## config.mk

```make
export PLATFORM = sky130hd
export DESIGN_NAME = spi_fifo_master
export DESIGN_NICKNAME = d
export VERILOG_FILES = /design/src/rtl/spi_fifo_master.sv
export SDC_FILE = /design/constraint.sdc
export NUM_CORES = 1
export LEC_CHECK = 0
export ABC_AREA = 1
export CAP_MARGIN = 25
export CORE_MARGIN = 3
export CORE_UTILIZATION = 40
export DETAILED_ROUTE_END_ITERATION = 8
export DONT_BUFFER_PORTS = 1
export PLACE_DENSITY_LB_ADDON = 0.3
export SYNTH_ARGS = -nofsm -noshare
export SYNTH_HDL_FRONTEND = slang
export SYNTH_SLANG_ARGS = --single-unit
```

## constraint.sdc

```tcl
create_clock -name clk -period 7.4 [get_ports clk]
set_input_delay 0.74 -clock clk [delete_from_list [all_inputs] [get_ports clk]]
set_output_delay 0.74 -clock clk [all_outputs]
set_load 0.01 [all_outputs]
```

## src/rtl/spi_fifo_master.sv

```systemverilog
module spi_fifo_master #(
  parameter int DEPTH  = 8,
  parameter int ADDR_W = 12
) (
  input  logic              clk,
  input  logic              rst_n,
  input  logic [ADDR_W-1:0] bus_addr,
  input  logic              bus_wr,
  input  logic              bus_rd,
  input  logic [15:0]       bus_wdata,
  output logic [15:0]       bus_rdata,
  output logic              sclk,
  output logic              mosi,
  input  logic              miso
);
  localparam int AW = $clog2(DEPTH);
  localparam logic [ADDR_W-1:0] A_CFG  = ADDR_W'(12'h000);
  localparam logic [ADDR_W-1:0] A_ENA  = ADDR_W'(12'h004);
  localparam logic [ADDR_W-1:0] A_DAT  = ADDR_W'(12'h008);
  localparam logic [ADDR_W-1:0] A_STA  = ADDR_W'(12'h00C);
  localparam logic [ADDR_W-1:0] A_PSC  = ADDR_W'(12'h010);
  localparam logic [ADDR_W-1:0] A_ID0  = ADDR_W'(12'hFE0);
  localparam logic [ADDR_W-1:0] A_ID1  = ADDR_W'(12'hFE4);
  localparam logic [ADDR_W-1:0] A_ID2  = ADDR_W'(12'hFE8);
  localparam logic [ADDR_W-1:0] A_ID3  = ADDR_W'(12'hFEC);

  logic [3:0]  fsz;
  logic        cpol, cpha, en;
  logic [7:0]  scr, psc;

  logic [15:0] txm [DEPTH];
  logic [15:0] rxm [DEPTH];
  logic [AW:0] twp, trp, rwp, rrp;
  logic [AW:0] tx_cnt, rx_cnt;
  logic        tx_empty, tx_full, rx_empty, rx_full;

  logic        active, tog;
  logic [4:0]  e, em1, last_e;
  logic [15:0] cnt, half, txf, rxs, rx_next, rx_word;
  logic [3:0]  idx, bitpos;
  logic        tick, sample, start, done, busy;
  logic        tx_push, rx_pop, rx_push;

  assign tx_cnt   = twp - trp;
  assign rx_cnt   = rwp - rrp;
  assign tx_empty = (twp == trp);
  assign rx_empty = (rwp == rrp);
  assign tx_full  = (tx_cnt == (AW+1)'(DEPTH));
  assign rx_full  = (rx_cnt == (AW+1)'(DEPTH));

  assign half    = 16'(psc[7:1]) * (16'(scr) + 16'd1);
  assign tick    = active && (cnt == half - 16'd1);
  assign last_e  = {fsz, 1'b1};
  assign sample  = tick && (e[0] == cpha);
  assign done    = tick && (e == last_e);
  assign start   = en && !active && !tx_empty;
  assign em1     = e - 5'd1;
  assign idx     = cpha ? ((e == 5'd0) ? 4'd0 : em1[4:1]) : e[4:1];
  assign bitpos  = fsz - idx;
  assign mosi    = active && txf[bitpos];
  assign sclk    = cpol ^ tog;
  assign rx_next = {rxs[14:0], miso};
  assign rx_word = sample ? rx_next : rxs;
  assign busy    = active || (en && !tx_empty);

  assign tx_push = bus_wr && (bus_addr == A_DAT) && !tx_full;
  assign rx_pop  = bus_rd && (bus_addr == A_DAT) && !rx_empty;
  assign rx_push = done && !rx_full;

  logic unused_bits;
  assign unused_bits = ^{bus_wdata[5:4], bus_wdata[15:2], em1[0], bus_wdata[0]};

  always_ff @(posedge clk or negedge rst_n) begin
    if (!rst_n) begin
      fsz <= '0; cpol <= 1'b0; cpha <= 1'b0; scr <= '0;
      en  <= 1'b0; psc <= 8'd2;
    end else if (bus_wr) begin
      case (bus_addr)
        A_CFG: begin
          fsz  <= bus_wdata[3:0];
          cpol <= bus_wdata[6];
          cpha <= bus_wdata[7];
          scr  <= bus_wdata[15:8];
        end
        A_ENA: en <= bus_wdata[1];
        A_PSC: psc <= (bus_wdata[7:1] == 7'd0) ? 8'd2 : {bus_wdata[7:1], 1'b0};
        default: ;
      endcase
    end
  end

  always_ff @(posedge clk or negedge rst_n) begin
    if (!rst_n) begin
      twp <= '0; trp <= '0; rwp <= '0; rrp <= '0;
    end else begin
      if (tx_push) twp <= twp + 1'b1;
      if (start)   trp <= trp + 1'b1;
      if (rx_push) rwp <= rwp + 1'b1;
      if (rx_pop)  rrp <= rrp + 1'b1;
    end
  end

  always_ff @(posedge clk) begin
    if (tx_push) txm[twp[AW-1:0]] <= bus_wdata;
    if (rx_push) rxm[rwp[AW-1:0]] <= rx_word;
  end

  always_ff @(posedge clk or negedge rst_n) begin
    if (!rst_n) begin
      active <= 1'b0; tog <= 1'b0; e <= '0; cnt <= '0;
      txf <= '0; rxs <= '0;
    end else if (!en) begin
      active <= 1'b0;
      tog    <= 1'b0;
    end else if (start) begin
      active <= 1'b1;
      txf    <= txm[trp[AW-1:0]];
      e      <= '0;
      cnt    <= '0;
      tog    <= 1'b0;
      rxs    <= '0;
    end else if (active) begin
      if (tick) begin
        cnt <= '0;
        e   <= e + 5'd1;
        tog <= ~tog;
        if (sample) rxs <= rx_next;
        if (e == last_e) active <= 1'b0;
      end else begin
        cnt <= cnt + 16'd1;
      end
    end
  end

  always_comb begin
    case (bus_addr)
      A_CFG:   bus_rdata = {scr, cpha, cpol, 2'b00, fsz};
      A_ENA:   bus_rdata = {14'd0, en, 1'b0};
      A_DAT:   bus_rdata = rx_empty ? 16'd0 : rxm[rrp[AW-1:0]];
      A_STA:   bus_rdata = {11'd0, busy, rx_full, !rx_empty, !tx_full, tx_empty};
      A_PSC:   bus_rdata = {8'd0, psc};
      A_ID0:   bus_rdata = 16'h0022;
      A_ID1:   bus_rdata = 16'h0010;
      A_ID2:   bus_rdata = 16'h0004;
      A_ID3:   bus_rdata = 16'h0000;
      default: bus_rdata = 16'd0;
    endcase
  end

  a_r4_tx_bound: assert property (@(posedge clk) disable iff (!rst_n)
    tx_cnt <= (AW+1)'(DEPTH));
  a_r5_rx_bound: assert property (@(posedge clk) disable iff (!rst_n)
    rx_cnt <= (AW+1)'(DEPTH));
  a_r6_start_needs_data: assert property (@(posedge clk) disable iff (!rst_n)
    $rose(active) |-> $past(en && !tx_empty));
  a_r10_disable_stops: assert property (@(posedge clk) disable iff (!rst_n)
    !en |=> !active);
  a_r9_idle_level: assert property (@(posedge clk) disable iff (!rst_n)
    !active |-> (sclk == cpol));
  a_r5_push_on_done: assert property (@(posedge clk) disable iff (!rst_n)
    ($fell(active) && $past(en) && !$past(rx_full)) |-> (rx_cnt == $past(rx_cnt) + (AW+1)'(1) - (AW+1)'($past(rx_pop))));
endmodule

```

==> run_results.csv, run 1 <==
group,metric,value,unit
timing,hold_violations,0,
worst_setup_path,critPathLaunch,"scr[0]",
timing,finalSetupViolCount,0,
synth,syn_area_per_cell,9.76,sq um
detailed_routing,drt_wl_total,46500,um
synth,synthSimpleGateAreaFrac,17.2,%
worst_setup_path,timing.rr.end,"rxm[3][9]",
clocking,cts.htree.levels,2,
floorplan,floorplan.rows,76,
worst_setup_path,critPathCapture,"rxm[3][9]",
cells_and_area,nets,1970,
status,status,"complete, no violations",
cells_and_area,area_delta_synth_final,11.1,%
placement,dp_hpwl,30400,um
floorplan,die_w,218,um
synth,synth_enable_flop_cells,256,
synth,yosysSeqAreaShare,55.9,%
synth,synth_top_family_by_area,"simple AND/OR/NAND/NOR gates",
pwr,power,0.00517,W
detailed_routing,viasPerCell,5.32,
synth,yosysMostFrequentCell,"nand2_1",
synth,netlist_instances,1835,
pwr,powerDensity,260,mW/mm^2
timing,setup_tns,0,ns
worst_setup_path,rr_startpoint,"scr[0]",
worst_setup_path,ff2ff_setup_slack,0.74,ns
detailed_routing,drtIter0Drc,916,
pwr,irDropWorstVdd,0.195,mV
floorplan,start_util,41.0,%
worst_setup_path,worstSetupPathType,"reg2reg",
detailed_routing,vias,13100,
grt,first_global_vias,13000,
clocking,clk_latency,0.55,ns
clocking,cts_max_path_buffers,3,
grt,antenna_found_initial,2,
timing,rsz0062_at_grt,"no",
min_path,hp-class,"in2async",
detailed_routing,remaining_drc_errors,0,
job,cap_violations,0,
synth,yosys-top-cells-area,"edfxtp_1 (43%), dfrtp_1 (13%), nand2_1 (8.5%)",
floorplan,die_h,218,um
placement,routabilityCongestion,0.870,
timing,timing.hold.ws,0.0547,ns
synth,synth_common_cells,"nand2_1 (404), edfxtp_1 (256), nor2_1 (234)",
placement,io_buffers,0,
floorplan,core_area,0.0436,sq mm
synth,syn_nets,1964,
clocking,cts_tree,"yes",
timing,finClkSkew,0.0296,ns
worst_setup_path,arrival,6.89,ns
synth,synth_xor_area_share,2.54,%
synth,yosysWarningCount,0,
clocking,clkSinkCount,349,
clocking,cts.repair.resized,0,
synth,synthDistinctLibCells,52,
floorplan,die_area,0.0474,sq mm
worst_setup_path,critPathCaptureType,"register",
timing,worstMarginPinSlew,0.866,ns
clocking,path_clk_slew,0.06,ns
synth,yosys.area.top_type,"edfxtp_1",
grt,grtUsageTotal,19.7,%
clocking,numCtsBuffers,38,
detailed_routing,dr.pass1.iters,5,
synth,synth_top_area_share,42.9,%
timing,fin_crit,6.66,ns
synth,ys_seq_elements,349,
synth,ys_async_sr_fraction,26.6,%
cells_and_area,num_antenna_cells,0,
worst_setup_path,worstRegToRegCells,27,
cells_and_area,final_util,45.6,%
worst_setup_path,critPathLaunchType,"register",
worst_setup_path,required,7.62,ns
synth,muxShareOfSynthArea,1.07,%
clocking,root_buffer,"clkbuf_16",
grt,grt_max_degree,93,
synth,synth_compound_area_share,9.26,%
pwr,leakage,8.05,nW
detailed_routing,wl_per_cell,18.9,um
floorplan,io_pins,51,
timing,slew_viol_final,0,
synth,synthAdderAreaFrac,8.38,%
synth,synth_flop_cell,"edfxtp_1",
detailed_routing,ant_nets,0,
grt,grt_overflow,0,
cells_and_area,layout-drive-gt1-share,7.01,%
synth,netlist_area,0.0179,sq mm
worst_setup_path,crit_fanout,13,
timing,timing.fmax,0.150,GHz
timing,finalCritPeriodShare,90.1,%
timing,slew-limit-headroom,42.1,%
grt,grt_pass1_wl,72800,um
==> routing by layer <==
layer / track usage (%) / routed length, um / share of wire [%] / vias up
met2: 32.6 / 22100 / 48 / 402
met3: 4.10 / 3040 / 6.5 / 95
met5: 0 / 16 / 0.034 / -
met1: 26.2 / 20000 / 43 / 6369
li1: - / - / - / 6191
met4: 6.04 / 1280 / 2.7 / 4
==> final cells by class <==
class | count | area [sq um]
clock buffer | 51 | 1020
inverter | 189 | 709
sequential | 349 | 10000
timing repair buffer | 36 | 289
tap | 585 | 732
multi-input combinational | 1227 | 6930
fill | 4044 | 23800
clock inverter | 18 | 193
==> timing repair <==
action | CTS | global route
buffers inserted | 0 | 0
hold buffers | 1 | 0
hold endpoints to repair | 92 | 0
==> metrics by stage <==
step           area (sq um)  cells  setup slack, ns
3_3_place_gp          18600   2382            0.995
6_report              19900   2455            0.736
4_1_cts               19900   2455            0.759
2_1_floorplan         17900   1835             1.21
3_5_place_dp          18700   2385            0.786
5_1_grt               19900   2455            0.151
==> sequential cells by signal (all words and copies together) (netlist names), 5 cells and up <==
| name | count |
|---|---|
| rxm | 128 |
| rxs | 16 |
| scr | 8 |
| txf | 16 |
| e | 5 |
| cnt | 16 |
| txm | 128 |
| psc | 7 |
==> cell usage in the layout (no fill, tap or decap), drive strengths merged, types with 2 or more instances in the layout <==
| cell type | n |
|---|---|
| a211oi | 2 |
| a21boi | 2 |
| a21oi | 46 |
| a221oi | 5 |
| buf | 36 |
| bufinv | 3 |
| clkbuf | 51 |
| clkinv | 16 |
| dfrtp | 92 |
| edfxtp | 256 |
| fa | 40 |
| ha | 56 |
| inv | 187 |
| mux2 | 17 |
| nand2 | 408 |
| nand3 | 66 |
| nand4 | 20 |
| nor2 | 236 |
| nor3 | 18 |
| nor4 | 5 |
| o211ai | 5 |
| o21ai | 165 |
| o22ai | 66 |
| or2 | 5 |
| xnor2 | 21 |
| xor2 | 31 |
==> where the power goes <==
part | leakage [nW] | switching (W) | internal [W]
Clock | 0.590 | 0.000767 | 0.00108
Combinational | 4.23 | 0.000694 | 0.000371
Sequential | 3.24 | 0.0000864 | 0.00217
==> worst min path at each step <==
stage	end	startpoint	cells past startpoint	slack, ns
3_3_place_gp	rxs[0]	rst_n	0	0.46
3_5_place_dp	rxs[0]	rst_n	0	0.46
2_1_floorplan	active	rst_n	0	0.44
5_1_grt	psc[1]	rst_n	0	0.02
4_1_cts	psc[1]	rst_n	0	0.02
6_report	psc[1]	rst_n	0	0.05
==> worst max-delay path, cell delays in order, from the launching register on <==
cell	delay [ns]
dfrtp_1	0.42
inv_1	0.16
nor3_1	0.25
nand2_1	0.12
nor3_1	0.22
inv_1	0.08
o21ai_0	0.15
nand2_1	0.14
inv_1	0.14
nand2_1	0.08
fa_1	0.53
fa_1	0.45
fa_1	0.52
fa_1	0.55
inv_1	0.04
ha_1	0.34
a21oi_1	0.22
nand2_1	0.11
a21oi_1	0.22
nand2_1	0.15
nand2_1	0.11
nand4_1	0.09
nor2_1	0.13
nand2_1	0.13
nor2_1	0.20
nand3_1	0.19
nor2_1	0.32
buf_4	0.31
==> kinds of logic (layout without fill, tap and decap cells) <==
logic type	count (synthesis)	count (layout)
adders and majority gates	96	96
AOI/OAI and AO/OA	300	300
and+or+nand+nor	762	762
xor gates and xnor gates	52	52
muxes	17	17
DFF	349	349
buffers and inverters	259	294
No activity file was read; power rests on OpenSTA's default activity.
==> run 2: changes to the inputs <==
==> constraint.sdc (replaced) <==
create_clock -name clk -period 5.4 [get_ports clk]
set_input_delay 0.54 -clock clk [delete_from_list [all_inputs] [get_ports clk]]
set_output_delay 0.54 -clock clk [all_outputs]
set_load 0.01 [all_outputs]
==> run_results.csv, run 2 (synthesis results as in run 1) <==
group,metric,value,unit
status,status,"complete, but fails checks",
status,violations,"negative setup slack",
timing,finalCritPeriodShare,106,%
clocking,root_buffer,"clkbuf_16",
clocking,cts_tree,"yes",
pwr,leakage,8.70,nW
floorplan,die_area,0.0474,sq mm
placement,postPlaceCellArea,0.0197,sq mm
worst_setup_path,required,5.63,ns
clocking,clk_latency,0.54,ns
floorplan,core_area,0.0436,sq mm
timing,setup_ws,-0.336,ns
cells_and_area,layout.cells.most_common,"nand2_1",
timing,finalSetupViolCount,293,
grt,grt_max_degree,94,
detailed_routing,wl_per_cell,18.5,um
timing,finClkSkew,0.0243,ns
detailed_routing,remaining_drc_errors,0,
timing,timing.hold.ws,0.0966,ns
grt,grt_overflow,0,
timing,timing.fmax,0.174,GHz
floorplan,io_pins,51,
clocking,path_clk_slew,0.06,ns
timing,hold_violations,0,
worst_setup_path,worstSetupPathType,"reg2reg",
placement,dp_hpwl,31400,um
clocking,numCtsBuffers,37,
timing,setup_tns,-61.43,ns
cells_and_area,layout-drive-gt1-share,16.3,%
detailed_routing,dr.pass1.iters,5,
floorplan,die_h,218,um
floorplan,start_util,41.0,%
timing,worstMarginPinSlew,1.01,ns
grt,antenna_found_initial,0,
pwr,irDropWorstVdd,0.236,mV
cells_and_area,num_antenna_cells,0,
cells_and_area,nets,2073,
placement,io_buffers,0,
worst_setup_path,crit_fanout,16,
detailed_routing,drt_wl_total,47300,um
clocking,clkSinkCount,349,
detailed_routing,ant_nets,0,
grt,grt_pass1_wl,73900,um
timing,rsz0062_at_grt,"yes",
timing,fin_crit,5.74,ns
min_path,hp-class,"in2reg",
grt,grtUsageTotal,19.9,%
worst_setup_path,critPathLaunchType,"register",
cells_and_area,final_area,0.0215,sq mm
floorplan,die_w,218,um
clocking,cts_max_path_buffers,3,
timing,slew_viol_final,0,
detailed_routing,viasPerCell,5.29,
worst_setup_path,arrival,5.97,ns
cells_and_area,layout_common_cells,"nand2_1 (375), edfxtp_1 (256), nor2_1 (209)",
job,cap_violations,0,
clocking,cts.htree.levels,2,
pwr,power,0.00723,W
worst_setup_path,critPathCaptureType,"register",
floorplan,floorplan.rows,76,
grt,first_global_vias,13500,
detailed_routing,drtIter0Drc,1001,
cells_and_area,area_delta_synth_final,20.0,%
detailed_routing,vias,13500,
timing,slew-limit-headroom,31.8,%
placement,routabilityCongestion,0.889,
pwr,powerDensity,337,mW/mm^2
-- run 2: changes by cell type in the layout (fill, tap and decap cells not counted), moves of 6 or more --
cell,before,now
buf_12,0,25
buf_4,32,107
ha_1,56,47
ha_4,0,9
inv_1,184,172
inv_2,1,11
nand2_1,404,375
nand2_2,3,26
nand2_4,1,7
nor2_1,232,209
nor2_2,3,12
nor2_4,1,15
-- run 2: path summary, 6_finish.rpt --
| check | from | to | slack [ns] | cells past startpoint |
|---|---|---|---|---|
| worst min register to register | rxs[15] | rxs[15] | 0.48 | 2 |
| min in group asynchronous | rst_n | rxs[0] | 0.61 | 2 |
| max in group asynchronous | rst_n | txf[7] | 4.37 | 2 |
| worst max-delay path | scr[1] | rxm[3][3] | -0.34 | 27 |
| worst min-delay path | bus_wdata[0] | txm[2][0] | 0.1 | 0 |
| worst max register to register | scr[1] | rxm[3][3] | -0.34 | 27 |
-- run 2: layer usage --
metal,wire length [um],vias up,track usage [%]
li1,-,6398,-
met1,20000,6622,26.1
met2,22900,402,33.7
met3,2760,100,3.04
met4,1670,0,6.96
met5,0,-,0
-- run 2: report_power, final --
group          leakage, nW  total [W]  switching [W]  internal (W)
combinational         4.90    0.00169        0.00102      0.000667
clock                0.560    0.00244        0.00104       0.00140
sequential            3.24    0.00310       0.000129       0.00297
-- run 2: per-stage QoR --
step                instances  worst slack (ns)  util [%]
global placement         2454            -0.306      45.0
detailed placement       2454            -0.364      45.0
floorplan                1835           -0.0496         -
CTS                      2549            -0.168      48.9
global route             2558            -0.632      49.2
finish                   2558            -0.336      49.2
-- run 2: timing repair --
action	in CTS	in global routing
cloned	2	1
gates resized for setup	65	28
setup buffers	23	8
endpoints found under the hold margin	93	0
setup endpoints to repair	295	299
pin swaps	32	26
hold buffers	2	0
-- run 2: critical path: stages (launching register included) --
cell,delay (ns)
dfrtp_1,0.39
buf_4,0.15
ha_4,0.17
nand2_4,0.08
inv_4,0.05
nor2_4,0.13
nand2_1,0.10
fa_1,0.55
inv_1,0.06
fa_1,0.50
inv_1,0.05
fa_1,0.48
fa_1,0.54
inv_1,0.06
ha_4,0.32
nand2_4,0.08
nor2_2,0.12
nand2_2,0.07
nand3_4,0.12
xor2_2,0.18
nand3_2,0.15
nor3_2,0.25
nand2_2,0.13
nor2_4,0.15
nand3_4,0.13
buf_4,0.17
nor2_4,0.09
buf_12,0.17
-- run 2: area by class of cell --
cell class              instances  area, sq um
clock inverters                18          158
multi-input cells            1227         7430
repair buffers                140         1440
fillers                      3918        22200
well taps                     585          732
clock buffers                  50          996
inverters                     189          714
flip-flops and latches        349        10000
